--- src/rtl/dbgm_pkg.sv ---
package dbgm_pkg;
  localparam int unsigned ADDR_W   = 32;
  localparam int unsigned WORD_LSB = 2;

  typedef enum logic [1:0] {
    WATCH_OFF = 2'b00,
    WATCH_RD  = 2'b01,
    WATCH_WR  = 2'b10,
    WATCH_ANY = 2'b11
  } watch_mode_e;

  // Word compare: the bits below WORD_LSB are shifted out of the difference
  function automatic logic word_match(input logic [ADDR_W-1:0] a,
                                      input logic [ADDR_W-1:0] b);
    logic [ADDR_W-1:0] diff;
    diff = (a ^ b) >> WORD_LSB;
    return diff == '0;
  endfunction

  // Mode bit 0 reacts to reads, bit 1 to writes
  function automatic logic mode_accepts(input watch_mode_e mode,
                                        input logic rd, input logic wr);
    return (mode[0] & rd) | (mode[1] & wr);
  endfunction
endpackage

--- src/rtl/dbgm_bp_slot.sv ---
module dbgm_bp_slot
  import dbgm_pkg::*;
(
  input  logic              clk,
  input  logic              rst_n,
  input  logic              wr_en,
  input  logic [ADDR_W-1:0] wr_addr,
  input  logic              fetch_valid,
  input  logic [ADDR_W-1:0] fetch_pc,
  output logic              hit
);
  logic [ADDR_W-1:0] slot_q;
  logic              slot_armed;
  logic              pc_same_word;

  always_ff @(posedge clk or negedge rst_n) begin
    if (!rst_n) slot_q <= '0;
    else if (wr_en) slot_q <= wr_addr;
  end

  assign slot_armed   = slot_q[0];
  assign pc_same_word = word_match(slot_q, fetch_pc);
  assign hit          = fetch_valid && slot_armed && pc_same_word;

  // Clearing the enable silences the slot from the next cycle
  assert_bp_clear_R9: assert property (@(posedge clk) disable iff (!rst_n)
    (wr_en && !wr_addr[0]) |=> !hit);

  // A write that arms a slot on the PC being fetched shows up next cycle
  assert_bp_arm_R2: assert property (@(posedge clk) disable iff (!rst_n)
    (wr_en && wr_addr[0] && fetch_valid && word_match(wr_addr, fetch_pc))
      |=> (!fetch_valid || !$stable(fetch_pc) || hit));
endmodule

--- src/rtl/dbgm_wp_slot.sv ---
module dbgm_wp_slot
  import dbgm_pkg::*;
(
  input  logic              clk,
  input  logic              rst_n,
  input  logic              wr_en,
  input  logic [ADDR_W-1:0] wr_addr,
  input  watch_mode_e       wr_mode,
  input  logic              mem_valid,
  input  logic              mem_rd,
  input  logic              mem_wr,
  input  logic [ADDR_W-1:0] mem_addr,
  output logic              hit
);
  logic [ADDR_W-1:0] addr_q;
  watch_mode_e       mode_q;
  logic              kind_ok;
  logic              byte_same;

  always_ff @(posedge clk or negedge rst_n) begin
    if (!rst_n) begin
      addr_q <= '0;
      mode_q <= WATCH_OFF;
    end else if (wr_en) begin
      addr_q <= wr_addr;
      mode_q <= wr_mode;
    end
  end

  assign kind_ok   = mode_accepts(mode_q, mem_rd, mem_wr);
  assign byte_same = (addr_q == mem_addr);
  assign hit       = mem_valid && kind_ok && byte_same;

  assert_wp_clear_R9: assert property (@(posedge clk) disable iff (!rst_n)
    (wr_en && wr_mode == WATCH_OFF) |=> !hit);

  // Read-only access can only hit a read-capable slot
  assert_wp_read_only_R5: assert property (@(posedge clk) disable iff (!rst_n)
    (hit && !mem_wr) |-> (mode_q == WATCH_RD || mode_q == WATCH_ANY));

  // Write-only access can only hit a write-capable slot
  assert_wp_write_only_R6: assert property (@(posedge clk) disable iff (!rst_n)
    (hit && !mem_rd) |-> (mode_q == WATCH_WR || mode_q == WATCH_ANY));
endmodule

--- src/rtl/dbgm_match_unit.sv ---
module dbgm_match_unit
  import dbgm_pkg::*;
#(
  parameter int unsigned NUM_BP = 4,
  parameter int unsigned NUM_WP = 4,
  parameter int unsigned IDX_W  = 2
) (
  input  logic              clk,
  input  logic              rst_n,
  input  logic              cfg_we,
  input  logic              cfg_bank,
  input  logic [IDX_W-1:0]  cfg_idx,
  input  logic [ADDR_W-1:0] cfg_addr,
  input  logic [1:0]        cfg_mode,
  input  logic              fetch_valid,
  input  logic [ADDR_W-1:0] fetch_pc,
  input  logic              mem_valid,
  input  logic              mem_rd,
  input  logic              mem_wr,
  input  logic [ADDR_W-1:0] mem_addr,
  output logic              bp_hit,
  output logic [NUM_BP-1:0] bp_slots,
  output logic              wp_hit,
  output logic [NUM_WP-1:0] wp_slots,
  output logic              mem_go
);
  localparam logic BANK_BP = 1'b0;
  localparam logic BANK_WP = 1'b1;

  watch_mode_e cfg_mode_e;
  assign cfg_mode_e = watch_mode_e'(cfg_mode);

  logic [NUM_BP-1:0] bp_wr;
  logic [NUM_WP-1:0] wp_wr;

  for (genvar gb = 0; gb < NUM_BP; gb++) begin : g_bp
    assign bp_wr[gb] = cfg_we && (cfg_bank == BANK_BP) && (cfg_idx == IDX_W'(gb));
    dbgm_bp_slot u_slot (
      .clk        (clk),
      .rst_n      (rst_n),
      .wr_en      (bp_wr[gb]),
      .wr_addr    (cfg_addr),
      .fetch_valid(fetch_valid),
      .fetch_pc   (fetch_pc),
      .hit        (bp_slots[gb])
    );
  end

  for (genvar gw = 0; gw < NUM_WP; gw++) begin : g_wp
    assign wp_wr[gw] = cfg_we && (cfg_bank == BANK_WP) && (cfg_idx == IDX_W'(gw));
    dbgm_wp_slot u_slot (
      .clk      (clk),
      .rst_n    (rst_n),
      .wr_en    (wp_wr[gw]),
      .wr_addr  (cfg_addr),
      .wr_mode  (cfg_mode_e),
      .mem_valid(mem_valid),
      .mem_rd   (mem_rd),
      .mem_wr   (mem_wr),
      .mem_addr (mem_addr),
      .hit      (wp_slots[gw])
    );
  end

  assign bp_hit = |bp_slots;
  assign wp_hit = |wp_slots;
  assign mem_go = mem_valid && !wp_hit;

  assert_bp_qual_R10: assert property (@(posedge clk) disable iff (!rst_n)
    bp_hit |-> fetch_valid);

  assert_wp_qual_R10: assert property (@(posedge clk) disable iff (!rst_n)
    wp_hit |-> (mem_valid && (mem_rd || mem_wr)));

  assert_suppress_R8: assert property (@(posedge clk) disable iff (!rst_n)
    wp_hit |-> !mem_go);

  assert_one_write_R9: assert property (@(posedge clk) disable iff (!rst_n)
    $onehot0({bp_wr, wp_wr}));
endmodule

--- config.mk ---
export PLATFORM = sky130hd
export DESIGN_NAME = dbgm_match_unit
export DESIGN_NICKNAME = d
export VERILOG_FILES = /design/src/rtl/dbgm_pkg.sv /design/src/rtl/dbgm_bp_slot.sv /design/src/rtl/dbgm_wp_slot.sv /design/src/rtl/dbgm_match_unit.sv
export SDC_FILE = /design/constraint.sdc
export NUM_CORES = 1
export LEC_CHECK = 0
export BUFFER_PORTS_ARGS = -buffer_cell sky130_fd_sc_hd__buf_4
export CORE_MARGIN = 5
export CORE_UTILIZATION = 44
export CTS_CLUSTER_DIAMETER = 60
export DETAILED_ROUTE_END_ITERATION = 6
export PLACE_DENSITY_LB_ADDON = 0.08
export SLEW_MARGIN = 40
export SYNTH_ARGS = -nofsm -noshare
export SYNTH_HDL_FRONTEND = slang
export SYNTH_SLANG_ARGS = --single-unit
export TNS_END_PERCENT = 20
--- constraint.sdc ---
create_clock -name clk -period 1.5 [get_ports clk]
set_input_delay 0.3 -clock clk [delete_from_list [all_inputs] [get_ports clk]]
set_output_delay 0.3 -clock clk [all_outputs]
set_load 0.01 [all_outputs]
# Word-level counts from Yosys, hierarchy flattened
# Index checks and enable logic that the tools add are counted.
classes:
  n_eq_ne: 7
  bitwise: 17
  reduce_logical: 35
op_table:
  columns: ["op", "count"]
  rows:
  - ["equality test 32 bit", 4]
  - ["zero test 32 bit", 4]
  - ["bitwise XOR 32 bit", 4]
  - ["logical AND 1 bit", 27]
  - ["bitwise AND 1 bit", 8]
  - ["OR reduction 4 bit", 2]
  - ["equality test 2 bit, second input constant", 2]
  - ["OR 1 bit", 4]
  - ["equality test 2 x 1 -> 1 bit, second input constant", 1]
  - ["zero test 2 bit", 1]
  - ["zero test 1 bit", 1]
  - ["inverter 1 bit", 1]
totals:
  regBits: 264
  inputBits: 108
  output_inout_bits: 11
  word_cells: 71

# Logic depth before layout (Yosys ltp)
# Gate-level depths: netlist of run 1.
logic_depth:
  word_depth: 7
  depth_mapped: 7
  depth_no_buf: 6

# Modules after synthesis
# From an unflattened synthesis of run 1, not the netlist that was laid out.
unflattened:
  cells_unflattened: 909
  area_unflattened_um2: 12484.5
by_module_without_submodules:
  columns: ["module", "n_inst", "cells_each", "area_per_inst_um2", "seq_area_each_um2"]
  rows:
  - ["dbgm_wp_slot", 4, 117, 1624.1, 850.8]
  - ["dbgm_bp_slot", 4, 106, 1475.2, 775.7]
  - ["dbgm_match_unit", 1, 17, 87.6, 0.0]

# Worst setup path after synthesis of run 1
# Ideal clock, no wire load.
synth_path:
  kind: "reg-to-output"
  startpoint: "register g_wp[2].u_slot.addr_q[27]"
  endpoint: "output port mem_go"
  arrival_ns: 1.402
  t_required_ns: 1.200
  setup_slack_ns: -0.202
  path_stages_with_launch: 7
  n_path_buf: 0
  path_cell_list: "dfrtp_1 > xor2_1 > nor4_1 > nand4_1 > nor3_1 > or4_4 > nor2_2"
synth_via:
  elab_chain_cells: 5
synth_lines:
  columns: ["element", "line_no", "rtl"]
  rows:
  - ["start: declaration", "dbgm_wp_slot.sv:15", "logic [ADDR_W-1:0] addr_q;"]
  - ["start signal: assignment", "dbgm_wp_slot.sv:25", "addr_q <= wr_addr;"]
  - ["equality test 32 bit", "dbgm_wp_slot.sv:31", "assign byte_same = (addr_q == mem_addr);"]
  - ["logical AND 1 bit", "dbgm_wp_slot.sv:32", "assign hit = mem_valid && kind_ok && byte_same;"]
  - ["named net g_wp[2].u_slot.hit", "dbgm_wp_slot.sv:13", "output logic hit"]
  - ["OR reduction 4 bit", "dbgm_match_unit.sv:66", "assign wp_hit = |wp_slots;"]
  - ["named net wp_hit", "dbgm_match_unit.sv:23", "output logic wp_hit,"]
  - ["zero test 1 bit", "dbgm_match_unit.sv:67", "assign mem_go = mem_valid && !wp_hit;"]
  - ["logical AND 1 bit", "dbgm_match_unit.sv:67", null]
  - ["end: declaration", "dbgm_match_unit.sv:25", "output logic mem_go"]
# The timed path passes the listed nets, and every way through them passes these cells.

# Final worst setup path of run 1
layout_path:
  startpoint: "register g_wp[0].u_slot.addr_q[26]"
  endpoint: "output port mem_go"
layout_via:
  elab_chain_cells: 5
layout_lines:
  columns: ["element", "line_no"]
  rows:
  - ["start: declaration", "dbgm_wp_slot.sv:15"]
  - ["start signal: assignment", "dbgm_wp_slot.sv:25"]
  - ["equality test 32 bit", "dbgm_wp_slot.sv:31"]
  - ["logical AND 1 bit", "dbgm_wp_slot.sv:32"]
  - ["OR reduction 4 bit", "dbgm_match_unit.sv:66"]
  - ["zero test 1 bit", "dbgm_match_unit.sv:67"]
  - ["logical AND 1 bit", "dbgm_match_unit.sv:67"]
# Every way passes these cells.

==> results of run 1 <==
[timing repair]
action                     in CTS  in global routing
setup buffers                   0                  0
gates resized for setup        42                 11
hold endpoints to repair      269                  0
pin swaps                      21                  4
setup endpoints to repair      11                 11
hold buffers                    4                  0
[metrics by stage]
| stage | setup slack [ns] | cells |
|---|---|---|
| finish | -1.099 | 1535 |
| global route | -1.250 | 1534 |
| CTS | -1.149 | 1534 |
| detailed placement | -0.8645 | 1483 |
| global placement | -0.8572 | 1483 |
| floorplan | -0.1888 | 916 |
[flip-flops by register name, indices dropped and copies added, names as in the netlist]
name                flops
g_wp.u_slot.addr_q    128
g_bp.u_slot.slot_q    124
g_wp.u_slot.mode_q      8
[worst min-delay path by stage]
stage,startpoint,end,slack [ns],depth (start not counted)
after floorplan,rst_n,g_bp[0].u_slot.slot_q[0],0.004,0
after global placement,rst_n,g_wp[1].u_slot.mode_q[1],0.15,1
after detailed placement,rst_n,g_wp[2].u_slot.addr_q[1],0.15,1
after CTS,cfg_addr[10],g_wp[3].u_slot.addr_q[10],0.05,2
after global routing,cfg_addr[10],g_wp[1].u_slot.addr_q[10],0.05,2
final,cfg_addr[10],g_wp[0].u_slot.addr_q[10],0.07,2
[routing by layer]
| layer | vias up | global-route usage |
|---|---|---|
| li1 | 3652 | - |
| met1 | 4094 | 0.3516 |
| met2 | 180 | 0.3208 |
| met3 | 32 | 0.03965 |
| met4 | 0 | 0.03486 |
| met5 | - | 0 |
[where the power goes]
group          total, uW  internal (uW)  switching, uW
Combinational       4960           2690           2270
Sequential          9580           8580           1010
Clock               6870           4050           2820
Total              21400          15300           6100
[logic make-up (layout without fill, tap and decap cells)]
family                    after synthesis  count (layout)  synth area share
muxes                                 260             260            0.2336
DFF                                   260             260            0.5192
xor gates and xnor gates              248             248            0.1733
and+or+nand+nor                       105             105           0.05462
buffers and inverters                  39             279           0.01677
AOI/OAI and AO/OA                       4               4          0.002397
other                                   0               1                 0
[cell type report]
class                           count  area [um2]
Fill cell                        2374       11920
Sequential cell                   260        6506
Multi-Input combinational cell    617        6212
Timing Repair Buffer              227        1899
Clock buffer                       48       899.6
Tap cell                          378       473.0
Clock inverter                      3       21.27
Inverter                            1       3.754
Antenna cell                        1       2.502
[placed cells by master (no fill, tap or decap)]
| master | synthesis | layout |
|---|---|---|
| dfrtp_1 | 260 | 260 |
| mux2_2 | 259 | 259 |
| buf_4 | 8 | 205 |
| xor2_1 | 180 | 170 |
| xnor2_1 | 68 | 66 |
| clkbuf_16 | 0 | 31 |
| nor4_1 | 52 | 24 |
| nor4_2 | 0 | 21 |
| nand4_1 | 20 | 20 |
| buf_12 | 0 | 13 |
| nand3_1 | 15 | 11 |
| clkbuf_1 | 3 | 11 |
| xor2_2 | 0 | 10 |
| nor4_4 | 0 | 7 |
| clkbuf_8 | 0 | 6 |
| nand3_2 | 1 | 5 |
| a22oi_1 | 4 | 4 |
| nor3_2 | 4 | 4 |
| dlygate4sd3_1 | 0 | 4 |
| buf_6 | 0 | 4 |
| nand4b_1 | 3 | 3 |
| xnor2_2 | 0 | 2 |
| or4_4 | 1 | 2 |
| nor3_4 | 0 | 2 |
| nor3b_4 | 0 | 2 |
| diode_2 | 0 | 1 |
| nand4_2 | 1 | 1 |
| inv_1 | 1 | 1 |
| nor2_4 | 0 | 1 |
| nand2b_4 | 0 | 1 |
| mux2_1 | 1 | 1 |
| nand2_1 | 1 | 1 |
| clkinv_4 | 0 | 1 |
| clkinvlp_4 | 0 | 1 |
| clkinv_2 | 0 | 1 |
| buf_8 | 0 | 1 |
==> summary.txt, run 1 <==
Route
  • Final routed DRC violation total: 0
  • Routed via count: 7958
  • Top Layer Used: met4
  • Routed met3 length: 1798 um
  • Routed vias/inst: 5.184
  • WL/cell: 22.64 um
  • Wl on met1: 17600 um
  • Detailed Route WL: 34750 um
  • Iteration count of the initial detailed-routing pass: 4
  • Initial DRC Count: 379
  • Metal2 WL: 14910 um
  • Final ANT Viol Nets: 0

Yosys
  • Syn_area_per_cell: 13.68 um2
  • EDFF count, synth: 0
  • Count leader, synth: dfrtp_1
  • Yosys top cell area share: 0.5192
  • Register area share after synthesis: 0.5192
  • Mapped Area: 12530 um2
  • Commonest cells post-synth: dfrtp_1 (260), mux2_2 (259), xor2_1 (180), xnor2_1 (68), nor4_1 (52)
  • Post-synthesis net count: 1024
  • Area leader, netlist: dfrtp_1
  • Warnings, synthesis: 0
  • Ys async rst share: 1.000
  • Cells after synthesis: 916
  • Cell variety after synth: 25
  • Dominant cells by area after synthesis: dfrtp_1 (52%), mux2_2 (23%), xor2_1 (13%)
  • Yosys reg bits: 260
  • Post-synth top flop: dfrtp_1

Setup path
  • Reg2reg setup slack: 0.70 ns
  • R2r endpoint: g_wp[0].u_slot.addr_q[6]
  • Slowest CP cell: or4_4
  • Crit path max-delay family: simple AND/OR/NAND/NOR gates
  • CP Buf/Inv Count: 1
  • Crit path capture type: output port
  • Req. time, crit path: 1.20 ns
  • Worst setup path end: mem_go
  • R2R cell count: 1
  • Worst setup SP type: flip-flop
  • CP Class: flip-flop to output port
  • Crit. Startpoint: g_wp[0].u_slot.addr_q[26]
  • Critical Path AT: 2.30 ns
  • Critical path depth: 7
  • Max incr delay on CP: 0.51 ns
  • Worst-path maximum fanout: 2
  • Crit-path cells: xor2_1, nor4_2, nand3_1, nor3_2, or4_4, nor2_4, buf_6
  • Reg2reg start: g_wp[0].u_slot.addr_q[6]

Clocking
  • Clock latency on the worst-skew pair: 0.54 ns
  • CTS tree: yes
  • CTS Buffer Depth: 3
  • H-tree depth: 1
  • Worst-path clk slew: 0.06 ns
  • Clk sinks: 260
  • Root Buffer: clkbuf_16
  • CTS Buf Count: 30

Power
  • Total power: 21420 uW
  • Worst-case vdd ir drop: 0.8084 mV
  • LEAKAGE: 0.006974 uW
  • Pwr dens: 1337 nW/um2

STA
  • Slew @ Worst Pin: 0.6408 ns
  • Slew margin rel.: 0.5689
  • Final hold slack: 0.06778 ns
  • Final setup TNS: -11.18 ns
  • Endpoints failing hold: 0
  • Shortest period the worst path allows: 2.599 ns
  • Slew Limit Fails: 0
  • Final WS setup: -1.099 ns
  • RSZ-0062 raised after global routing: yes
  • Setup violations, final: 11
  • Clk_skew: 0 ns
  • Period utilisation layout: 1.732
  • Fmax: 0.3848 GHz

Place
  • Detail Placement HPWL: 25370 um
  • Cell Area, Placed: 14740 um2
  • I/O Buffers: 116
  • Routability cong.: 0.8193

Floorplanning
  • Chip Width: 178.8 um
  • Die area: 31950 um2
  • Initial Util: 0.4486
  • Ports: 119
  • Core Rows: 61
  • Core region area: 27930 um2
  • Die Ht: 178.8 um

Global route
  • Vias in the first global route: 8292
  • GR Util All Layers: 0.2213
  • Initial antenna violation count: 0
  • Aggregate global routing overflow: 0
  • Largest net degree at the start of global routing: 73
  • First-pass GRT wire length: 52560 um

Worst hold path
  • Hold Path Class: input pin to flip-flop

Final layout
  • Fin util: 0.5734
  • Design area: 16020 um2
  • Layout cell share with drive strength beyond 1: 0.5017
  • Area growth from synthesis to layout: 27.83%
  • Nets: 1245

Status
  • Failing checks: setup timing
  • Status: complete, but fails checks

Flow run
  • # Max-Cap Violations: 0
Note: power is estimated with default switching activity, not from simulation.
==> inputs of run 2 (changes only) <==
--- a/config.mk
+++ b/config.mk
@@ -5,12 +5,14 @@
 export SDC_FILE = /design/constraint.sdc
 export NUM_CORES = 1
 export LEC_CHECK = 0
+export ABC_AREA = 1
 export BUFFER_PORTS_ARGS = -buffer_cell sky130_fd_sc_hd__buf_4
 export CORE_MARGIN = 5
 export CORE_UTILIZATION = 44
 export CTS_CLUSTER_DIAMETER = 60
 export DETAILED_ROUTE_END_ITERATION = 6
 export PLACE_DENSITY_LB_ADDON = 0.08
+export REMOVE_ABC_BUFFERS = 1
 export SLEW_MARGIN = 40
 export SYNTH_ARGS = -nofsm -noshare
 export SYNTH_HDL_FRONTEND = slang
==> summary.txt, run 2 <==
Power
  • Combinational Power Share: 0.206
  • Pwr dens: 1345 nW/um2
  • LEAKAGE: 0.008075 uW
  • Seq pwr share: 0.426
  • Total power: 21910 uW
  • P_sw: 6704 uW
  • Worst-case vdd ir drop: 0.9462 mV
  • Clk pwr share: 0.368
  • P_int: 15200 uW
  • Sw frac: 0.3060

Yosys
  • Mapped Area: 12980 um2
  • Commonest cells post-synth: nand2_1 (582), o21ai_0 (305), dfrtp_1 (260), inv_1 (167), nor2_1 (148)
  • Cells after synthesis: 1717
  • Area leader, netlist: dfrtp_1
  • Post-synth top flop: dfrtp_1
  • Cell variety after synth: 25
  • Dominant cells by area after synthesis: dfrtp_1 (50%), nand2_1 (17%), o21ai_0 (12%)
  • Yosys reg bits: 260
  • Register area share after synthesis: 0.5011
  • Syn_area_per_cell: 7.563 um2
  • Warnings, synthesis: 0
  • EDFF count, synth: 0
  • Ys async rst share: 1.000
  • Yosys top cell area share: 0.5011
  • Count leader, synth: nand2_1

Global route
  • Vias in the first global route: 11.55k
  • First-pass GRT wire length: 66120 um
  • Aggregate global routing overflow: 0
  • Largest net degree at the start of global routing: 69
  • Initial antenna violation count: 0
  • GR Util All Layers: 0.2570

Route
  • Routed vias/inst: 5.090
  • Final routed DRC violation total: 0
  • Final ANT Viol Nets: 0
  • WL/cell: 18.39 um
  • Detailed Route WL: 42610 um
  • Iteration count of the initial detailed-routing pass: 5
  • Routed via count: 11.79k
  • Initial DRC Count: 1030

Final layout
  • # fillers: 2812
  • Design area: 16280 um2
  • Area growth from synthesis to layout: 25.40%
  • Top flop regs: g_wp.u_slot.addr_q x128, g_bp.u_slot.slot_q x124, g_wp.u_slot.mode_q x8
  • Max reg flops: 128
  • Layout cell share with drive strength beyond 1: 0.1749
  • Nets: 2016
  • Commonest non-fill, non-tap cell in the layout: nand2_1
  • Biggest register: g_wp.u_slot.addr_q
  • Commonest cells after routing, fill and taps aside: nand2_1 (570), o21ai_0 (299), dfrtp_1 (260)
  • Antenna diode count: 0
  • Layout Cells excl Fill: 2317

Place
  • Detail Placement HPWL: 31330 um
  • Place WS: -0.7029 ns
  • I/O Buffers: 116
  • Routability cong.: 0.9252
  • Inst Count DP: 2250
  • Cell Area, Placed: 14960 um2

Floorplanning
  • Core Rows: 62
  • Ports: 119
  • Core region area: 28940 um2
  • Chip Width: 181.8 um
  • Die Ht: 181.8 um
  • Initial Util: 0.4488
  • Die area: 33050 um2

Setup path
  • Crit path capture type: output port
  • Req. time, crit path: 1.20 ns
  • Critical Path AT: 2.05 ns
  • Reg2reg setup slack: 0.70 ns
  • Worst-path maximum fanout: 3
  • Reg2reg start: g_wp[1].u_slot.addr_q[18]
  • R2r endpoint: g_wp[1].u_slot.addr_q[18]
  • CP Class: flip-flop to output port
  • Worst setup SP type: flip-flop
  • R2R cell count: 3
  • Crit. Startpoint: g_wp[1].u_slot.addr_q[5]
  • Worst setup path end: mem_go

Clocking
  • CTS tree: yes
  • Worst-path clk slew: 0.06 ns
  • CTS Buffer Depth: 3
  • Clock latency on the worst-skew pair: 0.51 ns
  • Clk sinks: 260
  • H-tree depth: 2
  • CTS Buf Count: 34
  • Root Buffer: clkbuf_16

STA
  • Slew Limit Fails: 0
  • Slew @ Worst Pin: 0.5975 ns
  • Setup violations, final: 11
  • Final WS setup: -0.8484 ns
  • RSZ-0062 raised after global routing: yes
  • Clk_skew: 0 ns
  • Period utilisation layout: 1.566
  • Slew margin rel.: 0.6012
  • Final setup TNS: -7.718 ns
  • Shortest period the worst path allows: 2.348 ns
  • Endpoints failing hold: 0
  • Fmax: 0.4258 GHz

Status
  • Failing checks: setup timing
  • Status: complete, but fails checks

Worst hold path
  • Hold Path Class: input pin to flip-flop

Flow run
  • # Max-Cap Violations: 0
==> run 2: stage by stage <==
step	utilization	hold WS (ns)
after global placement	0.5171	0.2035
after floorplan	-	0.004409
after global routing	0.5627	0.01420
after detailed placement	0.5171	0.2002
final	0.5627	0.01308
after CTS	0.5605	0.001120
==> run 2: timing repair <==
item / 4_1_cts / 5_1_grt
setup endpoints to repair: 11 / 11
hold buffers: 2 / 0
setup buffers: 0 / 4
endpoints found under the hold margin: 29 / 0
resized for setup: 40 / 16
pin swaps: 11 / 21
==> run 2: logic make-up after synthesis <==
kind of cell | synth area share
and+or+nand+nor | 0.2331
xor gates and xnor gates | 0.04384
DFF | 0.5011
AOI/OAI and AO/OA | 0.1488
buffers and inverters | 0.07323
==> run 2: layout make-up <==
cell class	instances	area (um2)	area share
multi-input combinational	1218	5699	0.3500
tap	384	480.5	0.02951
timing repair buffer	218	1819	0.1117
inverter	176	660.6	0.04057
clock inverter	15	117.6	0.007223
sequential	260	6506	0.3996
clock buffer	46	999.7	0.06140
==> run 2: worst max-delay path, cell delays in order, from the launching register on <==
cell and delay (ns):
dfrtp_1 0.40, nand2_1 0.10, o21ai_0 0.13, nor2_1 0.11, nand2_1 0.05, nor2_1 0.14, nand3_2 0.12, nor2_4 0.14
nor2_2 0.05, nand2_1 0.10, nor2_1 0.05, buf_4 0.15
==> run 2: power by group through the flow <==
stage | Combinational [uW] | Sequential, uW | Clock (uW)
floorplan | 2550 | 9170 | 0
global placement | 4330 | 9390 | 0
detailed placement | 4400 | 9410 | 0
CTS | 4500 | 9320 | 8180
global route | 5130 | 9510 | 8500
finish | 4500 | 9340 | 8060
==> run 2: how the worst min path moves through the flow <==
stage | depth (start not counted) | endpoint | start | slack (ns)
finish | 3 | g_wp[3].u_slot.addr_q[3] | cfg_addr[3] | 0.01
global route | 3 | g_wp[3].u_slot.addr_q[27] | cfg_addr[27] | 0.01
CTS | 3 | g_wp[3].u_slot.addr_q[9] | cfg_addr[9] | 0.001
detailed placement | 1 | g_bp[3].u_slot.slot_q[21] | rst_n | 0.20
global placement | 1 | g_bp[3].u_slot.slot_q[25] | rst_n | 0.20
floorplan | 0 | g_bp[0].u_slot.slot_q[0] | rst_n | 0.004
==> run 2: per-layer routing <==
layer | global-route usage | up-vias | wire (um)
met5 | 0 | - | 0
met4 | 0.08796 | 0 | 1418
met3 | 0.03661 | 76 | 2294
met2 | 0.4356 | 380 | 20750
met1 | 0.3391 | 5512 | 18150
li1 | - | 5825 | -
